[src/rtl/objx_pkg.sv]
package objx_pkg;

    localparam int DW = 32;

    typedef enum logic [1:0] {
        SEL_CTRL = 2'd0,
        SEL_STAT = 2'd1,
        SEL_WMB  = 2'd2,
        SEL_RMB  = 2'd3
    } sel_e;

    localparam int CTL_ABORT = 0;
    localparam int CTL_GO    = 1;
    localparam int CTL_IEN   = 2;
    localparam int STAT_INT  = 1;

    typedef enum logic [1:0] {
        ENG_IDLE,
        ENG_RUN,
        ENG_ABORT
    } eng_e;

    typedef struct packed {
        logic ready;
        logic error;
        logic int_st;
        logic busy;
    } stat_t;

    function automatic logic [DW-1:0] stat_word(stat_t s);
        return {{(DW-4){1'b0}}, s};
    endfunction

    function automatic logic [DW-1:0] ctrl_word(logic ien);
        return {{(DW-3){1'b0}}, ien, 2'b00};
    endfunction

endpackage

[src/rtl/objx_req_buf.sv]
module objx_req_buf
    import objx_pkg::*;
#(
    parameter int DEPTH = 8,
    localparam int CNT_W = $clog2(DEPTH + 1)
) (
    input  logic             clk,
    input  logic             clr,
    input  logic             push,
    input  logic [DW-1:0]    din,
    input  logic             discard,
    output logic [CNT_W-1:0] count,
    output logic             ovf,
    output logic [DW-1:0]    data [DEPTH]
);

    logic full;
    assign full = (count == CNT_W'(DEPTH));

    always_ff @(posedge clk) begin
        if (clr || discard) begin
            count <= '0;
            ovf   <= 1'b0;
        end else if (push) begin
            if (full) begin
                ovf <= 1'b1;
            end else begin
                count <= count + 1'b1;
            end
        end
    end

    for (genvar g = 0; g < DEPTH; g++) begin : g_slot
        always_ff @(posedge clk) begin
            if (push && !full && !clr && !discard && count == CNT_W'(g)) begin
                data[g] <= din;
            end
        end
    end

endmodule

[src/rtl/objx_resp_buf.sv]
module objx_resp_buf
    import objx_pkg::*;
#(
    parameter int DEPTH = 8,
    localparam int CNT_W = $clog2(DEPTH + 1),
    localparam int IDX_W = $clog2(DEPTH)
) (
    input  logic             clk,
    input  logic             clr,
    input  logic             load,
    input  logic [DW-1:0]    load_data [DEPTH],
    input  logic [CNT_W-1:0] load_len,
    input  logic             pop,
    output logic             ready,
    output logic [DW-1:0]    cur
);

    logic [DW-1:0]    mem [DEPTH];
    logic [CNT_W-1:0] len_q;
    logic [IDX_W-1:0] ptr_q;
    logic             last;

    assign last = (CNT_W'(ptr_q) + 1'b1 == len_q);
    assign cur  = ready ? mem[ptr_q] : '0;

    always_ff @(posedge clk) begin
        if (clr) begin
            ready <= 1'b0;
            ptr_q <= '0;
            len_q <= '0;
        end else if (load) begin
            ready <= 1'b1;
            ptr_q <= '0;
            len_q <= load_len;
        end else if (pop && ready) begin
            if (last) begin
                ready <= 1'b0;
                ptr_q <= '0;
            end else begin
                ptr_q <= ptr_q + 1'b1;
            end
        end
    end

    for (genvar g = 0; g < DEPTH; g++) begin : g_copy
        always_ff @(posedge clk) begin
            if (load && !clr) begin
                mem[g] <= load_data[g];
            end
        end
    end

endmodule

[src/rtl/objx_engine.sv]
module objx_engine
    import objx_pkg::*;
#(
    parameter int RESP_LAT  = 4,
    parameter int ABORT_CYC = 6,
    localparam int MAXC = (RESP_LAT > ABORT_CYC) ? RESP_LAT : ABORT_CYC,
    localparam int CW   = $clog2(MAXC + 1)
) (
    input  logic clk,
    input  logic clr,
    input  logic start,
    input  logic abort_req,
    output logic busy,
    output logic aborting,
    output logic complete,
    output logic abort_done
);

    eng_e          state_q;
    logic [CW-1:0] cnt_q;

    assign busy       = (state_q != ENG_IDLE);
    assign aborting   = (state_q == ENG_ABORT);
    assign complete   = (state_q == ENG_RUN) && (cnt_q == '0) && !abort_req;
    assign abort_done = aborting && (cnt_q == '0);

    always_ff @(posedge clk) begin
        if (clr) begin
            state_q <= ENG_IDLE;
            cnt_q   <= '0;
        end else begin
            unique case (state_q)
                ENG_IDLE: begin
                    if (abort_req) begin
                        state_q <= ENG_ABORT;
                        cnt_q   <= CW'(ABORT_CYC - 1);
                    end else if (start) begin
                        state_q <= ENG_RUN;
                        cnt_q   <= CW'(RESP_LAT - 1);
                    end
                end
                ENG_RUN: begin
                    if (abort_req) begin
                        state_q <= ENG_ABORT;
                        cnt_q   <= CW'(ABORT_CYC - 1);
                    end else if (cnt_q == '0) begin
                        state_q <= ENG_IDLE;
                    end else begin
                        cnt_q <= cnt_q - 1'b1;
                    end
                end
                ENG_ABORT: begin
                    if (cnt_q == '0) begin
                        state_q <= ENG_IDLE;
                    end else begin
                        cnt_q <= cnt_q - 1'b1;
                    end
                end
                default: state_q <= ENG_IDLE;
            endcase
        end
    end

endmodule

[src/rtl/objx_irq.sv]
module objx_irq (
    input  logic clk,
    input  logic clr,
    input  logic en,
    input  logic ready,
    input  logic error,
    input  logic busy,
    input  logic clr_req,
    output logic irq,
    output logic int_st
);

    logic ready_q, error_q, busy_q;
    logic evt;

    assign evt = (ready && !ready_q) || (error && !error_q) || (busy_q && !busy);

    always_ff @(posedge clk) begin
        if (clr) begin
            ready_q <= 1'b0;
            error_q <= 1'b0;
            busy_q  <= 1'b0;
            irq     <= 1'b0;
            int_st  <= 1'b0;
        end else begin
            ready_q <= ready;
            error_q <= error;
            busy_q  <= busy;
            irq     <= en && evt;
            if (en && evt) begin
                int_st <= 1'b1;
            end else if (clr_req) begin
                int_st <= 1'b0;
            end
        end
    end

endmodule

[src/rtl/objx_mailbox.sv]
module objx_mailbox
    import objx_pkg::*;
#(
    parameter int DEPTH     = 8,
    parameter int RESP_LAT  = 4,
    parameter int ABORT_CYC = 6
) (
    input  logic        clk,
    input  logic        rst,
    input  logic        func_rst,
    input  logic        reg_wr,
    input  logic [1:0]  reg_addr,
    input  logic [31:0] reg_wdata,
    output logic [31:0] reg_rdata,
    output logic        irq
);

    localparam int CNT_W = $clog2(DEPTH + 1);

    sel_e             sel;
    logic             clr;
    logic             wr_ctrl, wr_stat, wr_wmb, wr_rmb;
    logic             abort_req, go, go_ok, go_bad;
    logic             busy, aborting, complete, abort_done;
    logic             ready, error_q, ien_q, int_st;
    logic             clr_req, discard;
    logic [CNT_W-1:0] req_cnt;
    logic             req_ovf;
    logic [DW-1:0]    req_data [DEPTH];
    logic [DW-1:0]    resp_cur;
    stat_t            stat;

    assign sel     = sel_e'(reg_addr);
    assign clr     = rst || func_rst;
    assign wr_ctrl = reg_wr && (sel == SEL_CTRL);
    assign wr_stat = reg_wr && (sel == SEL_STAT);
    assign wr_wmb  = reg_wr && (sel == SEL_WMB);
    assign wr_rmb  = reg_wr && (sel == SEL_RMB);

    assign abort_req = wr_ctrl && reg_wdata[CTL_ABORT];
    assign go        = wr_ctrl && reg_wdata[CTL_GO] && !reg_wdata[CTL_ABORT];
    assign go_ok     = go && !busy && !req_ovf && (req_cnt >= CNT_W'(2));
    assign go_bad    = go && !go_ok;
    assign discard   = (go_bad && !busy) || complete || abort_done;
    assign clr_req   = wr_stat && reg_wdata[STAT_INT];

    objx_req_buf #(.DEPTH(DEPTH)) u_req (
        .clk     (clk),
        .clr     (clr),
        .push    (wr_wmb && !busy),
        .din     (reg_wdata),
        .discard (discard),
        .count   (req_cnt),
        .ovf     (req_ovf),
        .data    (req_data)
    );

    objx_engine #(.RESP_LAT(RESP_LAT), .ABORT_CYC(ABORT_CYC)) u_eng (
        .clk        (clk),
        .clr        (clr),
        .start      (go_ok),
        .abort_req  (abort_req),
        .busy       (busy),
        .aborting   (aborting),
        .complete   (complete),
        .abort_done (abort_done)
    );

    objx_resp_buf #(.DEPTH(DEPTH)) u_resp (
        .clk       (clk),
        .clr       (clr || abort_done),
        .load      (complete),
        .load_data (req_data),
        .load_len  (req_cnt),
        .pop       (wr_rmb),
        .ready     (ready),
        .cur       (resp_cur)
    );

    always_ff @(posedge clk) begin
        if (clr) begin
            error_q <= 1'b0;
            ien_q   <= 1'b0;
        end else begin
            if (wr_ctrl) begin
                ien_q <= reg_wdata[CTL_IEN];
            end
            if (abort_done) begin
                error_q <= 1'b0;
            end else if (go_bad) begin
                error_q <= 1'b1;
            end
        end
    end

    objx_irq u_irq (
        .clk     (clk),
        .clr     (clr),
        .en      (ien_q),
        .ready   (ready),
        .error   (error_q),
        .busy    (busy),
        .clr_req (clr_req),
        .irq     (irq),
        .int_st  (int_st)
    );

    always_comb begin
        stat.ready  = ready;
        stat.error  = error_q;
        stat.int_st = int_st;
        stat.busy   = busy;
        unique case (sel)
            SEL_CTRL: reg_rdata = ctrl_word(ien_q);
            SEL_STAT: reg_rdata = stat_word(stat);
            SEL_RMB:  reg_rdata = resp_cur;
            default:  reg_rdata = '0;
        endcase
    end

endmodule

[config.mk]
export PLATFORM = sky130hd
export DESIGN_NAME = objx_mailbox
export DESIGN_NICKNAME = d
export VERILOG_FILES = /design/src/rtl/objx_pkg.sv /design/src/rtl/objx_req_buf.sv /design/src/rtl/objx_resp_buf.sv /design/src/rtl/objx_engine.sv /design/src/rtl/objx_irq.sv /design/src/rtl/objx_mailbox.sv
export SDC_FILE = /design/constraint.sdc
export NUM_CORES = 1
export LEC_CHECK = 0
export ABC_AREA = 1
export BUFFER_PORTS_ARGS = -buffer_cell sky130_fd_sc_hd__buf_2
export CAP_MARGIN = 25
export CORE_MARGIN = 2
export CORE_UTILIZATION = 55
export DETAILED_ROUTE_END_ITERATION = 16
export PLACE_DENSITY = 0.73
export SYNTH_ARGS = -nofsm -noshare
export SYNTH_HDL_FRONTEND = slang
export SYNTH_SLANG_ARGS = --single-unit
[constraint.sdc]
create_clock -name clk -period 8.25 [get_ports clk]
set_input_delay 0.825 -clock clk [delete_from_list [all_inputs] [get_ports clk]]
set_output_delay 0.825 -clock clk [all_outputs]
set_load 0.01 [all_outputs]
After elaboration in Yosys (flattened, before gate mapping) --
Memories as Yosys holds them, arrays and structs flattened. A register that Yosys moved wholly into a read port is not among the register bits. Index checks and enable logic that the tools add are counted.
Word-level totals: output and inout port bits 33, register bits 281, bits of input ports 38, word-level logic and storage cells 133, memory bits (writable) 256, memories 1
Operators by class: reduce and logical (&&, ||, !) cells 67, magnitude comparators 1, equal/unequal tests 15, bitwise gates (word level) 1, $add $sub $neg 4, muxes and demuxes 22
Memory list:
- u_resp.mem | words 8, bits a word 32, read ports 1, clocked after memory_dff 1, write ports 8, RTL line objx_resp_buf.sv:18 | logic [DW-1:0] mem [DEPTH];
Operator list (count):
- 32-bit case mux with 3 select lines | 1
- 1-bit logical AND | 34
- 32-bit 2-to-1 mux | 1
- 3-bit 2-to-1 mux | 7
- 4-bit by 3-bit equality test with 1-bit output (second input constant) | 4
- 1-bit zero test | 11
- 3-bit case mux with 3 select lines | 1
- 4-bit by 2-bit equality test with 1-bit output (second input constant) | 2
- 2-bit 2-to-1 mux | 4
- 2-bit AND reduction | 4
- 2-bit nonzero test | 4
- 1-bit logical OR | 7
- 1-bit 2-to-1 mux | 7
- 2-bit equality test (second input constant) | 3
- 2-bit case mux with 3 select lines | 1
- 3-bit by 1-bit adder with 4-bit output (second input constant) | 1
- 4-bit by 1-bit adder with 4-bit output (second input constant) | 1
- 2-bit by 1-bit equality test with 1-bit output (second input constant) | 2
- 4-bit by 1-bit equality test with 1-bit output (second input constant) | 1
- 4-bit equality test | 1
- 4-bit equality test (second input constant) | 1
- 4-bit by 2-bit >= comparator with 1-bit output (second input constant) | 1
- 2-bit zero test | 2
- 4-bit zero test | 1
- other kinds (7) | 8

Depth between registers and ports, before layout --
word-level depth 15, depth in mapped cells 11, gate-level depth less buffers 10

Hierarchy --
A second synthesis with hierarchy kept.
Unflattened totals: cells, all modules 1397, area total of the unflattened synthesis 19939.1 µm²
Modules (own cells, without submodules):
- objx_resp_buf | cells an instance 887, area each 10637.7 µm², seq. area each 7907.6 µm², times used 1
- objx_req_buf | cells an instance 316, area each 8111.5 µm², seq. area each 7787.5 µm², times used 1
- objx_mailbox | cells an instance 105, area each 568.0 µm², seq. area each 40.0 µm², times used 1
- objx_engine | cells an instance 65, area each 445.4 µm², seq. area each 100.1 µm², times used 1
- objx_irq | cells an instance 24, area each 176.4 µm², seq. area each 100.1 µm², times used 1

Least setup slack after synthesis --
Ideal clock, no wire load.
path kind input to register, start input port func_rst, end memory u_resp.mem[0][0], enable pin, stages on the path 5, data required time 7.643 ns, arrival 6.305 ns, setup slack 1.338 ns, buffers on the path 0, path through nor2_1 > nand2_2 > inv_1 > nand2_1 > inv_1
RTL lines:
- start, declared | RTL line objx_mailbox.sv:10 | input logic func_rst,
- end, declared | RTL line objx_resp_buf.sv:18

==> flow_metrics.tcl <==
set metrics [dict create \
    status "finished clean" \
    dieArea_mm2 0.0365 \
    root_buffer "clkbuf_16" \
    cp-end-kind "primary output" \
    async_flop_share_pct 0 \
    postSynthCellCount 1214 \
    finalMaxSlewViolations 0 \
    ctsHoldBuffers 0 \
    synth_edf_count 512 \
    cts.sink_count 540 \
    slew_headroom_pct 36.9 \
    p_per_area_mw_per_mm2 243 \
    critPathRequiredTime_ps 7420 \
    cts_setup_buffers 0 \
    cts.clk_slew.worst_paths_ps 60 \
    placed_cell_area_mm2 0.0201 \
    clock_path_buffers 3 \
    synth.most_common_cell "edfxtp_1" \
    report.final.setup_viol 0 \
    drt_iter0_drc 843 \
    start_util_pct 55.8 \
    tritoncts "yes" \
    fin_crit_sh_pct 55.2 \
    fp.dieH_um 191 \
    peakVddDrop_mv 0.161 \
    reg2reg_to "u_req.data[205]" \
    rsz0062_at_grt "false" \
    wirelength_mm 35.9 \
    netlist.top_cell.by_area "edfxtp_1" \
    fin_skew_ps 17.4 \
    core-area_mm2 0.0345 \
    rrSetupSlack_ps 5270 \
    yosysSeqAreaShare_pct 82.8 \
    period_minus_slack_ps 4550 \
    crit_arrival_ps 3730 \
    crit_fanout 67 \
    cts_buffers 51 \
    synth_nets 1263 \
    start_kind "flop" \
    stdcell_area_mm2 0.0218 \
    synth_common_cells "edfxtp_1, nor2_1, o21ai_0" \
    hold_path_class "reg -> reg" \
    cts_resized 0 \
    hold_viol_final 0 \
    io_buffers 70 \
    grt_max_degree 111 \
    antenna_found_initial 1 \
    leakage_nw 7.25 \
    route.detailed.drc 0 \
    critPathKind "reg -> out" \
    antenna_left 0 \
    wl_per_cell_um 19.9 \
    dpl.hpwl_mm 18.6 \
    drtPass1Iterations 7 \
    rr_startpoint "u_eng.state_q[0]" \
    io_pins 71 \
    syn-mean-instance-area_um2 15.9 \
    clock_latency_ps 560 \
    grt-ovfl-total 0 \
    fin_setup_tns_ps 0 \
    gr-usage-all-layers_pct 20.0 \
    syn_to_final_growth_pct 13.2 \
    ys.flop_type "edfxtp_1" \
    synth_cell_types 39 \
    netlist_area_mm2 0.0192 \
    grt_pass1_vias 9860 \
    max_freq_ghz 0.220 \
    die_w_um 191 \
    synth-seq-cells 540 \
    rows 68 \
    rr_worst_depth 7 \
    worstMarginPinSlew_ps 945 \
    synth_area_leaders "edfxtp_1, nor2_1, dfxtp_1" \
    nets 1354 \
    h-tree-depth 2 \
    num_vias 9954 \
    max_cap_viol_count 0 \
    synth_top_area_share_pct 79.9 \
    final_layout_size_suffix_gt1_share_pct 14.6 \
    yosysWarnings 0 \
    cp-endpoint "reg_rdata[29]" \
    gp_congestion 0.793 \
    vias_per_cell 5.53 \
    grt_pass1_wl_mm 54.5 \
]
==> report_power, final <==
part | switching, W | leakage [nW] | total (W) | internal [W]
clock | 0.000916 | 0.774 | 0.00224 | 0.00133
combinational | 0.0000382 | 1.65 | 0.0000513 | 0.0000132
sequential | 0.00000211 | 4.83 | 0.00299 | 0.00298
total | 0.000957 | 7.25 | 0.00528 | 0.00433
==> worst max-delay path, cell delays in order, from the launching register on <==
cell and delay, ps:
dfxtp_4 810, clkinv_2 950, buf_4 620, o21ai_1 220, o22ai_1 100, o21ai_1 140
nor2_1 90, buf_2 140
==> layout make-up <==
type,count,area (um^2)
antenna,2,5.00
clock buffer,72,1400
clock inverter,19,210
fill,2368,12700
inverter,41,163
multi-input combinational,579,2930
sequential,540,15900
tap,455,569
timing repair buffer,92,559
==> cells in the final DEF (no fill, tap or decap), types with 19 or more instances in the layout <==
cell,count
buf_2,70
buf_4,19
clkbuf_1,19
clkbuf_16,53
dfxtp_1,25
edfxtp_1,512
inv_1,33
nand2_1,59
nor2_1,214
o21ai_0,112
o21ai_1,52
o22ai_1,56
==> worst min-delay path by stage <==
stage	startpoint	to	cells past startpoint
floorplan	u_req.data[224]	u_resp.mem[0][0]	0
global placement	u_req.data[41]	u_resp.mem[6][9]	0
detailed placement	u_req.data[224]	u_resp.mem[0][0]	0
CTS	u_req.data[24]	u_resp.mem[7][24]	0
global route	u_req.data[7]	u_resp.mem[7][7]	0
finish	u_req.data[24]	u_resp.mem[7][24]	0
==> routing by layer <==
metal / vias up / wire length, um / GRT usage (%)
li1: 4673 / - / -
met1: 4904 / 15000 / 26.3
met2: 299 / 18000 / 34.0
met3: 78 / 1910 / 3.07
met4: 0 / 1000 / 7.33
met5: - / 0 / 0
==> flip-flops by register name, summed over array words and instances (netlist names), 2 cells and up, named ones only <==
| register | cells |
|---|---|
| u_resp.len_q | 4 |
| u_resp.ptr_q | 3 |
| u_eng.cnt_q | 3 |
| u_eng.state_q | 2 |
| u_req.data | 256 |
| u_resp.mem | 256 |
| u_req.count | 4 |
==> logic make-up after synthesis <==
kind of cell    after synthesis  share of synthesized area (%)
fa+ha+maj                    11                          0.715
simple gates                321                           7.08
flops                       540                           82.8
compound gates              241                           6.90
buf+inv                      95                           2.22
xor+xnor                      6                          0.273
==> through the flow <==
stage	util [%]	worst slack [ps]	cells	hold slack, ps	power (W)
2_1_floorplan	-	1340	1214	400	0.00307
3_3_place_gp	58.3	4410	1704	400	0.00309
3_5_place_dp	58.4	4270	1705	405	0.00310
4_1_cts	63.0	3660	1796	412	0.00532
5_1_grt	63.2	3430	1799	418	0.00542
6_report	63.2	3700	1800	411	0.00528
Power figures use the tool's default switching activity.
